**src/rtl/mac_pkg.sv**
```systemverilog
package mac_pkg;

  typedef enum logic [1:0] {
    OP_CLR  = 2'b00,
    OP_MAC  = 2'b01,
    OP_MSC  = 2'b10,
    OP_LOAD = 2'b11
  } mac_op_e;

  localparam int unsigned N_LANES = 2;

endpackage

```
**src/rtl/mac_operand_ext.sv**
```systemverilog
module mac_operand_ext #(
  parameter int unsigned OPW = 16
) (
  input  logic [OPW-1:0] d,
  input  logic           uns,
  output logic [OPW:0]   q
);
  // one extra bit: sign copy for signed, zero for unsigned
  always_comb q = {(~uns) & d[OPW-1], d};
endmodule

```
**src/rtl/mac_mul.sv**
```systemverilog
module mac_mul #(
  parameter int unsigned OPW = 16,
  localparam int unsigned FW = 2 * (OPW + 1),
  localparam int unsigned PW = FW + 1
) (
  input  logic signed [OPW:0]  a,
  input  logic signed [OPW:0]  b,
  input  logic                 frac,
  output logic signed [PW-1:0] prod
);
  logic signed [FW-1:0] full;

  always_comb begin
    full = a * b;
    if (frac) prod = {full, 1'b0};
    else      prod = {full[FW-1], full};
  end
endmodule

```
**src/rtl/mac_lane.sv**
```systemverilog
module mac_lane
  import mac_pkg::*;
#(
  parameter int unsigned ACCW      = 40,
  parameter int unsigned PW        = 35,
  parameter int unsigned GUARD_LSB = 31,
  localparam int unsigned EW       = ACCW + 1
) (
  input  logic                 clk,
  input  logic                 rst_n,
  input  logic                 wr_en,
  input  logic [1:0]           op,
  input  logic signed [PW-1:0] prod,
  input  logic                 sat_en,
  input  logic                 super_sat,
  input  logic                 clr_sat,
  output logic [ACCW-1:0]      acc,
  output logic                 ovf,
  output logic                 sat
);
  localparam logic [EW-1:0] HI_NORM = {{(EW-GUARD_LSB){1'b0}}, {GUARD_LSB{1'b1}}};
  localparam logic [EW-1:0] LO_NORM = {{(EW-GUARD_LSB){1'b1}}, {GUARD_LSB{1'b0}}};
  localparam logic [EW-1:0] HI_FULL = {2'b00, {(ACCW-1){1'b1}}};
  localparam logic [EW-1:0] LO_FULL = {2'b11, {(ACCW-1){1'b0}}};

  logic signed [EW-1:0] acc_ext, prod_ext, exact, hi_lim, lo_lim;
  logic [ACCW-1:0]      nxt;
  logic                 clamp, nxt_ovf;

  always_comb begin
    acc_ext  = {acc[ACCW-1], acc};
    prod_ext = {{(EW-PW){prod[PW-1]}}, prod};
    unique case (mac_op_e'(op))
      OP_CLR:  exact = '0;
      OP_MAC:  exact = acc_ext + prod_ext;
      OP_MSC:  exact = acc_ext - prod_ext;
      default: exact = prod_ext;
    endcase
  end

  always_comb begin
    hi_lim = super_sat ? HI_FULL : HI_NORM;
    lo_lim = super_sat ? LO_FULL : LO_NORM;
    clamp  = 1'b0;
    nxt    = exact[ACCW-1:0];
    if (sat_en) begin
      if (exact > hi_lim) begin
        nxt   = hi_lim[ACCW-1:0];
        clamp = 1'b1;
      end else if (exact < lo_lim) begin
        nxt   = lo_lim[ACCW-1:0];
        clamp = 1'b1;
      end
    end
    nxt_ovf = !((&nxt[ACCW-1:GUARD_LSB]) || !(|nxt[ACCW-1:GUARD_LSB]));
  end

  always_ff @(posedge clk or negedge rst_n) begin
    if (!rst_n) begin
      acc <= '0;
      ovf <= 1'b0;
    end else if (wr_en) begin
      acc <= nxt;
      ovf <= nxt_ovf;
    end
  end

  always_ff @(posedge clk or negedge rst_n) begin
    if (!rst_n)                sat <= 1'b0;
    else if (wr_en && clamp)   sat <= 1'b1;
    else if (clr_sat)          sat <= 1'b0;
  end
endmodule

```
**src/rtl/mac_dual_acc.sv**
```systemverilog
module mac_dual_acc
  import mac_pkg::*;
#(
  parameter int unsigned OPW       = 16,
  parameter int unsigned ACCW      = 40,
  parameter int unsigned GUARD_LSB = 31,
  localparam int unsigned PW       = 2 * (OPW + 1) + 1
) (
  input  logic            clk,
  input  logic            rst_n,
  input  logic            op_valid,
  input  logic [1:0]      op_code,
  input  logic            acc_sel,
  input  logic [OPW-1:0]  x_in,
  input  logic [OPW-1:0]  y_in,
  input  logic            x_unsigned,
  input  logic            y_unsigned,
  input  logic            frac_mode,
  input  logic            sat_en_a,
  input  logic            sat_en_b,
  input  logic            super_sat,
  input  logic            clr_sat,
  output logic [ACCW-1:0] acc_a,
  output logic [ACCW-1:0] acc_b,
  output logic            ovf_a,
  output logic            ovf_b,
  output logic            ovf_any,
  output logic            sat_a,
  output logic            sat_b,
  output logic            sat_any
);
  logic [OPW:0]         x_w, y_w;
  logic signed [PW-1:0] prod;
  logic [N_LANES-1:0]   lane_sat_en, lane_ovf, lane_sat;
  logic [ACCW-1:0]      lane_acc [N_LANES];

  mac_operand_ext #(.OPW(OPW)) u_ext_x (.d(x_in), .uns(x_unsigned), .q(x_w));
  mac_operand_ext #(.OPW(OPW)) u_ext_y (.d(y_in), .uns(y_unsigned), .q(y_w));

  mac_mul #(.OPW(OPW)) u_mul (
    .a(x_w), .b(y_w), .frac(frac_mode), .prod(prod)
  );

  assign lane_sat_en = {sat_en_b, sat_en_a};

  for (genvar i = 0; i < N_LANES; i++) begin : g_lane
    logic wr;
    assign wr = op_valid && (acc_sel == 1'(i));
    mac_lane #(.ACCW(ACCW), .PW(PW), .GUARD_LSB(GUARD_LSB)) u_lane (
      .clk(clk), .rst_n(rst_n), .wr_en(wr), .op(op_code), .prod(prod),
      .sat_en(lane_sat_en[i]), .super_sat(super_sat), .clr_sat(clr_sat),
      .acc(lane_acc[i]), .ovf(lane_ovf[i]), .sat(lane_sat[i])
    );
  end

  assign acc_a   = lane_acc[0];
  assign acc_b   = lane_acc[1];
  assign ovf_a   = lane_ovf[0];
  assign ovf_b   = lane_ovf[1];
  assign sat_a   = lane_sat[0];
  assign sat_b   = lane_sat[1];
  assign ovf_any = |lane_ovf;
  assign sat_any = |lane_sat;
endmodule

```
**config.mk**
```make
export PLATFORM = sky130hd
export DESIGN_NAME = mac_dual_acc
export DESIGN_NICKNAME = d
export VERILOG_FILES = /design/src/rtl/mac_pkg.sv /design/src/rtl/mac_operand_ext.sv /design/src/rtl/mac_mul.sv /design/src/rtl/mac_lane.sv /design/src/rtl/mac_dual_acc.sv
export SDC_FILE = /design/constraint.sdc
export NUM_CORES = 1
export LEC_CHECK = 0
export ABC_AREA = 1
export BUFFER_PORTS_ARGS = -buffer_cell sky130_fd_sc_hd__buf_4
export CAP_MARGIN = 25
export CORE_UTILIZATION = 46
export DETAILED_ROUTE_END_ITERATION = 6
export SLEW_MARGIN = 20
export SYNTH_ARGS = -nofsm -noshare
export SYNTH_HDL_FRONTEND = slang
export SYNTH_HIERARCHICAL = 1
export SYNTH_SLANG_ARGS = --single-unit
```
**constraint.sdc**
```tcl
create_clock -name clk -period 5.5 [get_ports clk]
set_clock_uncertainty 0.15 [all_clocks]
set_input_delay 1.1 -clock clk [delete_from_list [all_inputs] [get_ports clk]]
set_output_delay 1.1 -clock clk [all_outputs]
set_load 0.02 [all_outputs]
```
After elaboration in Yosys (flattened, before gate mapping):

Cells that the tools add are included.

* add/subtract/negate cells: 4
* multiply operators: 1
* order comparisons: 4
* equal/unequal tests: 2
* muxes and demuxes: 20
* bitwise gates (word level): 5
* reduce and logical (&&, ||, !) cells: 19

Operators with widths (number)
* $pmux 41 s3: 2
* $mux 40: 6
* $add 40x35->41: 2
* $sub 40x35->41: 2
* $mux 39: 2
* $gt 41x40->1: 1
* $gt 41x41->1: 1
* $lt 41x40->1: 1
* $lt 41x41->1: 1
* $mul 17x17->34: 1
* $mux 34: 1
* $reduce_and 9->1: 2
* $reduce_or 9->1: 2
* $mux 1: 9
* $logic_and 1x1->1: 4
* $logic_not 1->1: 4
* $reduce_bool 2->1: 2
* $reduce_or 2->1: 2
* $not 1->1: 3
* $and 1x1->1: 2
* $eq 2x1->1 const B: 1
* $eq 2x2->1 const B: 1
* $logic_not 2->1: 1
* $logic_or 1x1->1: 2

* register bits after elaboration: 84
* bits of input ports: 45
* output and inout bits: 86
* logic and storage cells: 61

Depth between registers and ports, before layout:

Gate-level depths: netlist of run 1.

* word-level depth: 14
* gate-level depth with buffers: 73
* gate-level depth less buffers: 70

By module:

The synthesis of run 1 kept the hierarchy.

By module, submodules not included
* mac_lane: times used 2, cells each 1222, area each 6879.1 um^2, sequential area each 1051.0 um^2
* mac_mul: times used 1, cells each 1738, area each 12446.9 um^2, sequential area each 0.0 um^2
* mac_operand_ext: times used 2, cells each 18, area each 130.1 um^2, sequential area each 0.0 um^2
* mac_dual_acc: times used 1, cells each 10, area each 40.0 um^2, sequential area each 0.0 um^2

Worst setup path after synthesis of run 1:

No wires, ideal clock.

* path type: input -> register
* start point: in y_in[2]
* end point: reg g_lane[0].u_lane.ovf
* library setup time: 0.117 ns
* data arrival time: 10.786 ns
* data required time: 5.233 ns
* slack: -5.554 ns
* cell stages on the path: 62
* path buffers: 3
* path through: buf_4 -> clkbuf_1 -> clkbuf_1 -> nand2_1 -> fa_1 -> fa_1 -> fa_1 -> inv_1 -> fa_1 -> fa_1 -> inv_1 -> fa_1 -> inv_1 -> ha_1 -> a21oi_1 -> inv_1 -> a21oi_1 -> nand3_1 -> (+26 left out) -> a21oi_1 -> nor2_1 -> o21bai_1 -> a21oi_1 -> o21bai_1 -> nand2_1 -> nand2_2 -> inv_1 -> nand2_2 -> o21ai_0 -> nand2_1 -> nand3_1 -> nand2_1 -> nand2_1 -> nor2_1 -> nand3_1 -> nand3_1 -> nand2_1

* longest elaborated chain between the ends: 12
* elaborated cells on any way between the ends: 15
* classes of those cells: add/sub (2); mul (1); order compare (2); mux (5); reduce/logical (5)

Ends and longest elaborated chain
* start: declaration: line mac_dual_acc.sv:15 `input logic [OPW-1:0] y_in,`
* $mul 17x17->34 *: line mac_mul.sv:14 `full = a * b;`
* $mux 34 *: line mac_mul.sv:15 `if (frac) prod = {full, 1'b0};`
* net prod[14]: line mac_dual_acc.sv:33 `logic signed [PW-1:0] prod;`
* $sub 40x35->41 / $add 40x35->41 (equally long branches): line mac_lane.sv:36, mac_lane.sv:35
* $pmux 41 s3 *: line mac_lane.sv:33 `unique case (mac_op_e'(op))`
* $lt 41x41->1: line mac_lane.sv:50 `end else if (exact < lo_lim) begin`
* $mux 40: line mac_lane.sv:50
* $mux 40: line mac_lane.sv:47 `if (exact > hi_lim) begin`
* $mux 40 *: line mac_lane.sv:46 `if (sat_en) begin`
* $reduce_or 9->1: line mac_lane.sv:55 `nxt_ovf = !((&nxt[ACCW-1:GUARD_LSB]) || !(|nxt[ACCW-1:GUARD_LSB]));`
* $logic_not 1->1: line mac_lane.sv:55
* $logic_or 1x1->1 *: line mac_lane.sv:55
* $logic_not 1->1 *: line mac_lane.sv:55
* end signal: assignment: line mac_lane.sv:64 `ovf <= nxt_ovf;`
* end: declaration: line mac_lane.sv:18 `output logic ovf,`

Mark *: on every way through the listed nets, which the timed path passes. The rest lies on a longest branch.
A chain may end at the register's enable or synchronous reset.

Worst setup path after layout of run 1:

* start point: in x_unsigned
* end point: reg g_lane[0].u_lane.ovf

* longest elaborated chain between the ends: 14
* elaborated cells on any way between the ends: 17
* classes of those cells: add/sub (2); mul (1); order compare (2); mux (5); bitwise (2); reduce/logical (5)

Ends and longest elaborated chain
* start: declaration: line mac_dual_acc.sv:16 `input logic x_unsigned,`
* $not 1->1 *: line mac_operand_ext.sv:9 `always_comb q = {(~uns) & d[OPW-1], d};`
* $and 1x1->1 *: line mac_operand_ext.sv:9
* net x_w[16]: line mac_dual_acc.sv:32 `logic [OPW:0] x_w, y_w;`
* $mul 17x17->34 *: line mac_mul.sv:14
* $mux 34 *: line mac_mul.sv:15
* net prod[22]: line mac_dual_acc.sv:33
* $sub 40x35->41 / $add 40x35->41 (equally long branches): line mac_lane.sv:36, mac_lane.sv:35
* $pmux 41 s3 *: line mac_lane.sv:33
* $lt 41x41->1: line mac_lane.sv:50
* $mux 40: line mac_lane.sv:50
* $mux 40: line mac_lane.sv:47
* $mux 40 *: line mac_lane.sv:46
* $reduce_or 9->1: line mac_lane.sv:55
* $logic_not 1->1: line mac_lane.sv:55
* $logic_or 1x1->1 *: line mac_lane.sv:55
* $logic_not 1->1 *: line mac_lane.sv:55

Marked as above.

==> key figures, run 1 <==
GRT
  • Number of global-route vias before repair: 28,100
  • GRT overflow: 0
  • GRT Resource Usage Total: 31.0%
  • First-pass GRT wire length: 146 mm
  • Initial antenna violation count: 0
  • Largest net degree at the start of global routing: 45

Detailed routing
  • Top Layer Used: met4
  • Final wirelength: 92.4 mm
  • Drc violations: 0
  • Met2 WL post-DR: 41.0 mm
  • Drt first pass iters: 6
  • Met3 Wirelength: 6.57 mm
  • Post-DR wirelength/cell: 15.6 um
  • Drt via density: 4.93
  • Routed Antenna Nets: 0
  • Vias post-DR: 29,300
  • Wire length on met1: 43.1 mm
  • Initial drt markers: 2,219

Worst setup path
  • R2r setup slk: 0.46 ns
  • Worst path top cell family by delay: adder cells
  • Crit-path max cell delay: 0.55 ns
  • CP max-delay cell: fa_1
  • CP Buf/Inv Count: 15
  • Worst r2r dst: g_lane[0].u_lane/ovf
  • Crit path launch type: primary input
  • CP Capture Type: flop
  • Critical path class: in2reg
  • Critical path required time: 5.62 ns
  • Crit Path Max Fanout: 5
  • R2r startpoint: g_lane[0].u_lane/acc[0]
  • Worst EP arrival: 10.89 ns
  • Most frequent CP cell: nand2_1
  • R2R depth: 36

Yosys
  • Synthesized area: 26,500 sq um
  • Dominant synthesized flop cell: dfrtp_1
  • Mean Syn Cell Area: 6.27 sq um
  • Post-Syn Instances: 4,228
  • Cell accounting for the most synthesized area: fa_1
  • Flops & latches, synth: 84
  • Count leader, synth: nand2_1
  • Post-synth top area share: 22.5%
  • Top post-synthesis cells by area: fa_1, nand2_1, inv_1, ha_1, dfrtp_1
  • Yosys cell types: 45
  • Post-Syn Nets: 4,780
  • Yosys warns: 6
  • Top post-synthesis cells by count: nand2_1, inv_1, nor2_1
  • Post-synth EDFFs: 0
  • Fraction of registers with async set/reset: 100%
  • Post-synthesis sequential area ratio: 7.93%

Floorplan
  • Chip Height: 242 um
  • Initial core utilization: 46.7%
  • Die width: 242 um
  • # rows: 87
  • Core ar.: 56,700 sq um
  • Io pins: 131
  • Die area: 58,600 sq um

STA
  • Max Slew Vio Count: 0
  • Final hold vios: 0
  • Setup WS post-layout: -5.27 ns
  • RSZ-0062 raised after global routing: yes
  • Post-route setup TNS: -433.31 ns
  • Fmax: 92.9 MHz
  • Worst-margin pin slew: 0.951 ns
  • Setup violations, final: 84
  • Tmin final: 10.77 ns
  • Tcrit/Tclk final: 196%
  • Slew HR: 36.5%

Placement
  • Port bufs: 130
  • DP HPWL: 75.0 mm
  • Dpl cell area: 34,700 sq um
  • Gpl congestion: 0.956

Worst hold path
  • Hold Path Class: reg2reg
  • Hold Path Origin: g_lane[0].u_lane/ovf
  • Hold Path Cell Cnt: 2
  • Worst Hold Path EP: g_lane[0].u_lane/ovf

CTS
  • Clock buffer depth: 2
  • Worst-path clk slew: 0.07 ns
  • Clock root cell: clkbuf_16
  • Clk Latency, worst-skew pair: 0.38 ns
  • Quantity of hold-fixing buffers added after cts: 0
  • Htree depth: 3
  • CTS sink count: 84
  • CTS tree: yes
  • TritonCTS Buffers: 9

Layout
  • Nets@finish: 5,723
  • Syn-to-layout area delta: 46.1%
  • Final core utilization: 68.3%
  • Share of layout cells above drive strength 1: 33.6%
  • Design area: 38,700 sq um
  • Diodes inserted: 0

Flow run
  • Max Cap Viol: 0

Run status
  • Failing checks: negative setup slack
  • Outcome: finished, violations left
[registers in the layout, summed over array words and instances (netlist names)]
signal,cells
g_lane.u_lane/acc,80
g_lane.u_lane/ovf,2
g_lane.u_lane/sat,2
[area by class of cell]
type	count	area, sq um
multi-input combinational	3072	23000
sequential	84	2100
timing repair buffer	1083	8810
clock buffer	12	246
tap	756	946
clock inverter	4	72.6
inverter	920	3510
fill	5017	18000
timing repair inverter	1	11.3
[stage by stage]
stage / hold slack (ns) / instances / worst slack, ns
4_1_cts: 0.378 / 5878 / -5.13
3_5_place_dp: 0.361 / 5783 / -6.35
3_3_place_gp: 0.353 / 5783 / -6.30
5_1_grt: 0.412 / 5932 / -5.79
2_1_floorplan: 0.460 / 4228 / -4.68
6_report: 0.377 / 5932 / -5.27
[cell usage in the layout, fill, tap and decap left out, types with 15 or more instances in the layout]
| master | netlist | routed |
|---|---|---|
| nor2_2 | 20 | 36 |
| nand2_4 | 4 | 44 |
| a21oi_1 | 173 | 79 |
| nand3_1 | 210 | 173 |
| xnor2_1 | 23 | 21 |
| dfrtp_1 | 84 | 84 |
| buf_12 | 0 | 22 |
| nor2_4 | 8 | 46 |
| o21ai_1 | 21 | 54 |
| nand3_2 | 20 | 46 |
| xor2_1 | 58 | 53 |
| buf_6 | 0 | 64 |
| a21oi_2 | 4 | 80 |
| nor3_1 | 27 | 15 |
| o21ai_2 | 2 | 15 |
| ha_4 | 0 | 40 |
| nand2_2 | 40 | 142 |
| nand2_1 | 1350 | 1207 |
| nand4_1 | 42 | 42 |
| fa_1 | 298 | 289 |
| nand3b_1 | 28 | 28 |
| inv_1 | 901 | 843 |
| inv_2 | 13 | 56 |
| o21ai_0 | 89 | 38 |
| a21oi_4 | 0 | 18 |
| ha_1 | 209 | 167 |
| buf_4 | 32 | 986 |
| nor2_1 | 331 | 277 |
[worst reg2reg max path: cells and delay by family (launching register included)]
| family | cells | cell delay (ns) |
|---|---|---|
| adders and majority gates | 3 | 0.86 |
| and+or+nand+nor | 25 | 2.66 |
| DFF | 1 | 0.38 |
| xor gates and xnor gates | 1 | 0.16 |
| AOI/OAI and AO/OA | 2 | 0.32 |
| buffers and inverters | 5 | 0.40 |
[how the worst max path moves through the flow]
stage | to | slack (ns) | cells after the start | start
finish | g_lane[0].u_lane/ovf | -5.27 | 61 | x_unsigned
global route | g_lane[0].u_lane/ovf | -5.79 | 64 | x_unsigned
CTS | g_lane[1].u_lane/ovf | -5.13 | 57 | y_in[3]
detailed placement | g_lane[1].u_lane/ovf | -6.35 | 57 | x_unsigned
global placement | g_lane[1].u_lane/ovf | -6.30 | 56 | x_unsigned
floorplan | g_lane[0].u_lane/ovf | -4.68 | 64 | y_in[5]
[what timing repair did]
| action | in CTS | in global routing |
|---|---|---|
| resized for setup | 305 | 337 |
| pin swaps | 147 | 176 |
| setup buffers | 74 | 51 |
| cloned | 6 | 5 |
| setup endpoints to repair | 84 | 84 |
[routing by layer]
| layer | GRT usage (%) | up-vias |
|---|---|---|
| met3 | 4.00 | 108 |
| met1 | 45.1 | 13700 |
| met4 | 5.70 | 0 |
| li1 | - | 14600 |
| met2 | 49.4 | 850 |
| met5 | 0 | - |
[kinds of logic (layout without fill, tap and decap cells)]
kind of cell / Yosys count / in the layout / share of synthesized area (%)
AOI/OAI and AO/OA: 343 / 343 / 7.01
xor gates and xnor gates: 81 / 81 / 2.68
adders and majority gates: 507 / 507 / 32.4
buffers and inverters: 1074 / 2020 / 15.8
DFF: 84 / 84 / 7.93
muxes: 1 / 1 / 0.0378
and+or+nand+nor: 2138 / 2140 / 34.2
Power of run 1 is not shown: default switching activity piles up to over one toggle a cycle in this logic, so the estimate is an artifact.
==> run 2, diff against run 1 <==
--- a/config.mk
+++ b/config.mk
@@ -8,8 +8,9 @@
 export ABC_AREA = 1
 export BUFFER_PORTS_ARGS = -buffer_cell sky130_fd_sc_hd__buf_4
 export CAP_MARGIN = 25
-export CORE_UTILIZATION = 46
+export CORE_UTILIZATION = 55
 export DETAILED_ROUTE_END_ITERATION = 6
+export PLACE_DENSITY = 0.73
 export SLEW_MARGIN = 20
 export SYNTH_ARGS = -nofsm -noshare
 export SYNTH_HDL_FRONTEND = slang
==> key figures, run 2 (same netlist as run 1, synthesis figures left out) <==
Worst setup path
  • CP max-delay cell: fa_1 (unchanged)
  • Most frequent CP cell: nand2_1 (unchanged)
  • CP Launch Point: y_in[5] (was x_unsigned)
  • Crit path launch type: primary input (unchanged)
  • Critical path required time: 5.66 ns (was 5.62 ns)
  • CP Capture Type: flop (unchanged)
  • R2r startpoint: g_lane[0].u_lane/acc[0] (unchanged)
  • Crit Path Max Fanout: 11 (was 5)
  • Worst EP arrival: 11.21 ns (was 10.89 ns)
  • CP Buf/Inv Count: 16 (was 15)
  • R2r setup slk: 0.22 ns (was 0.46 ns)
  • Critical path class: in2reg (unchanged)
  • Crit-path max cell delay: 0.54 ns (was 0.55 ns)
  • Worst path top cell family by delay: adder cells (unchanged)

Placement
  • Post-Place Setup Slack: -6.17 ns (was -6.35 ns)
  • DP HPWL: 76.0 mm (was 75.0 mm)
  • Gpl congestion: 1.06 (was 0.956)
  • Port bufs: 130 (unchanged)

Worst hold path
  • Hold Path Class: reg2reg (unchanged)
  • Hold Path Origin: g_lane[1].u_lane/ovf (was g_lane[0].u_lane/ovf)

GRT
  • Number of global-route vias before repair: 30,800 (was 28,100)
  • GRT Resource Usage Total: 39.8% (was 31.0%)
  • GR met3 Demand/Resource: 6.64% (was 4.00%)
  • Met2 GRT Util: 65.7% (was 49.4%)
  • Initial antenna violation count: 1 (was 0)
  • First-pass GRT wire length: 155 mm (was 146 mm)
  • GRT busiest layer: met2 (unchanged)
  • GRT overflow: 0 (unchanged)
  • Met1 Resource Use GR: 52.3% (was 45.1%)
  • Largest net degree at the start of global routing: 45 (unchanged)

Detailed routing
  • Initial drt markers: 3,069 (was 2,219)
  • Drc violations: 0 (unchanged)
  • Routed Antenna Nets: 0 (unchanged)
  • Drt first pass iters: 6 (unchanged)
  • Drt via density: 5.37 (was 4.93)
  • Post-DR wirelength/cell: 17.3 um (was 15.6 um)
  • Final wirelength: 100 mm (was 92.4 mm)
  • Vias post-DR: 31,200 (was 29,300)

CTS
  • Clock root cell: clkbuf_16 (unchanged)
  • Clock buffer depth: 2 (unchanged)
  • Htree depth: 3 (unchanged)
  • TritonCTS Buffers: 9 (unchanged)
  • Worst-path clk slew: 0.07 ns (about the same)
  • Clk Latency, worst-skew pair: 0.38 ns (about the same)
  • CTS sink count: 84 (unchanged)
  • CTS tree: yes (unchanged)

Layout
  • Commonest non-fill, non-tap cell in the layout: nand2_1 (unchanged)
  • Nets@finish: 5,743 (was 5,723)
  • Diodes inserted: 0 (unchanged)
  • Share of layout cells above drive strength 1: 33.6% (about the same)
  • Syn-to-layout area delta: 45.4% (was 46.1%)
  • Commonest non-fill, non-tap cells in the layout: nand2_1, buf_4, inv_1, fa_1, nor2_1 (unchanged)
  • Top reg by flops: g_lane.u_lane/acc (unchanged)
  • Max FFs per register: 80 (unchanged)
  • Largest regs: g_lane.u_lane/acc x80, g_lane.u_lane/ovf x2, g_lane.u_lane/sat x2 (unchanged)

Floorplan
  • Die area: 49,100 sq um (was 58,600 sq um)
  • Chip Height: 222 um (was 242 um)
  • Die width: 222 um (was 242 um)
  • Io pins: 131 (unchanged)
  • Initial core utilization: 55.6% (was 46.7%)
  • Core ar.: 47,600 sq um (was 56,700 sq um)
  • # rows: 80 (was 87)

STA
  • Worst-margin pin slew: 0.890 ns (was 0.951 ns)
  • Setup WS post-layout: -5.55 ns (was -5.27 ns)
  • RSZ-0062 raised after global routing: yes (unchanged)
  • Tcrit/Tclk final: 201% (was 196%)
  • Setup violations, final: 84 (unchanged)
  • Tmin final: 11.05 ns (was 10.77 ns)
  • Post-route setup TNS: -444.27 ns (was -433.31 ns)
  • Fmax: 90.5 MHz (was 92.9 MHz)
  • Hold slack: 0.373 ns (was 0.377 ns)
  • Final hold vios: 0 (unchanged)
  • Slew HR: 40.6% (was 36.5%)
  • Max Slew Vio Count: 0 (unchanged)

Run status
  • Outcome: finished, violations left (unchanged)
  • Failing checks: negative setup slack (unchanged)

Flow run
  • Max Cap Viol: 0 (unchanged)
## run 2: stage by stage
| stage | instance area, sq um | cells | utilization (%) |
|---|---|---|---|
| floorplan | 27500 | 4228 | - |
| global placement | 34500 | 5634 | 72.4 |
| detailed placement | 34500 | 5634 | 72.4 |
| CTS | 37300 | 5765 | 78.3 |
| global route | 38500 | 5810 | 80.9 |
| finish | 38500 | 5810 | 80.9 |
## run 2: layout make-up
class                   count  area (sq um)
fillers                  3302          9110
clock inverters             4          27.5
clock buffers              11           233
repair buffers           1104          9020
flip-flops and latches     84          2100
well taps                 615           769
inverters                 920          3480
multi-input cells        3072         22900
## run 2: worst min-delay path, stage by stage (launching register included)
cell,delay (ns)
dfrtp_1,0.37
nand2_1,0.07
nand2_1,0.06
## run 2: path summary, 6_finish.rpt
path	endpoint	cells after the start
worst max-delay path	g_lane[0].u_lane/acc[17]	60
worst min-delay path	g_lane[1].u_lane/ovf	2
min in group asynchronous	g_lane[1].u_lane/acc[33]	1
worst max register to register	g_lane[0].u_lane/acc[17]	33
max in group asynchronous	g_lane[0].u_lane/acc[12]	2
worst min register to register	g_lane[1].u_lane/ovf	2
## run 2: per-layer routing
layer  vias up  share of wire [%]
li1      14600                  -
met1     14800                 40
met2      1395                 46
met3       345                8.8
met4         2                4.6
met5         -              0.013
## run 2: timing repair
| item | in CTS | in global routing |
|---|---|---|
| hold buffers | 0 | 0 |
| cloned | 10 | 0 |
| resized for setup | 360 | 263 |
| pin swaps | 150 | 167 |
| buffers inserted | 110 | 56 |
| endpoints found under the setup margin | 84 | 84 |
Power of run 2 is left out for the same reason.
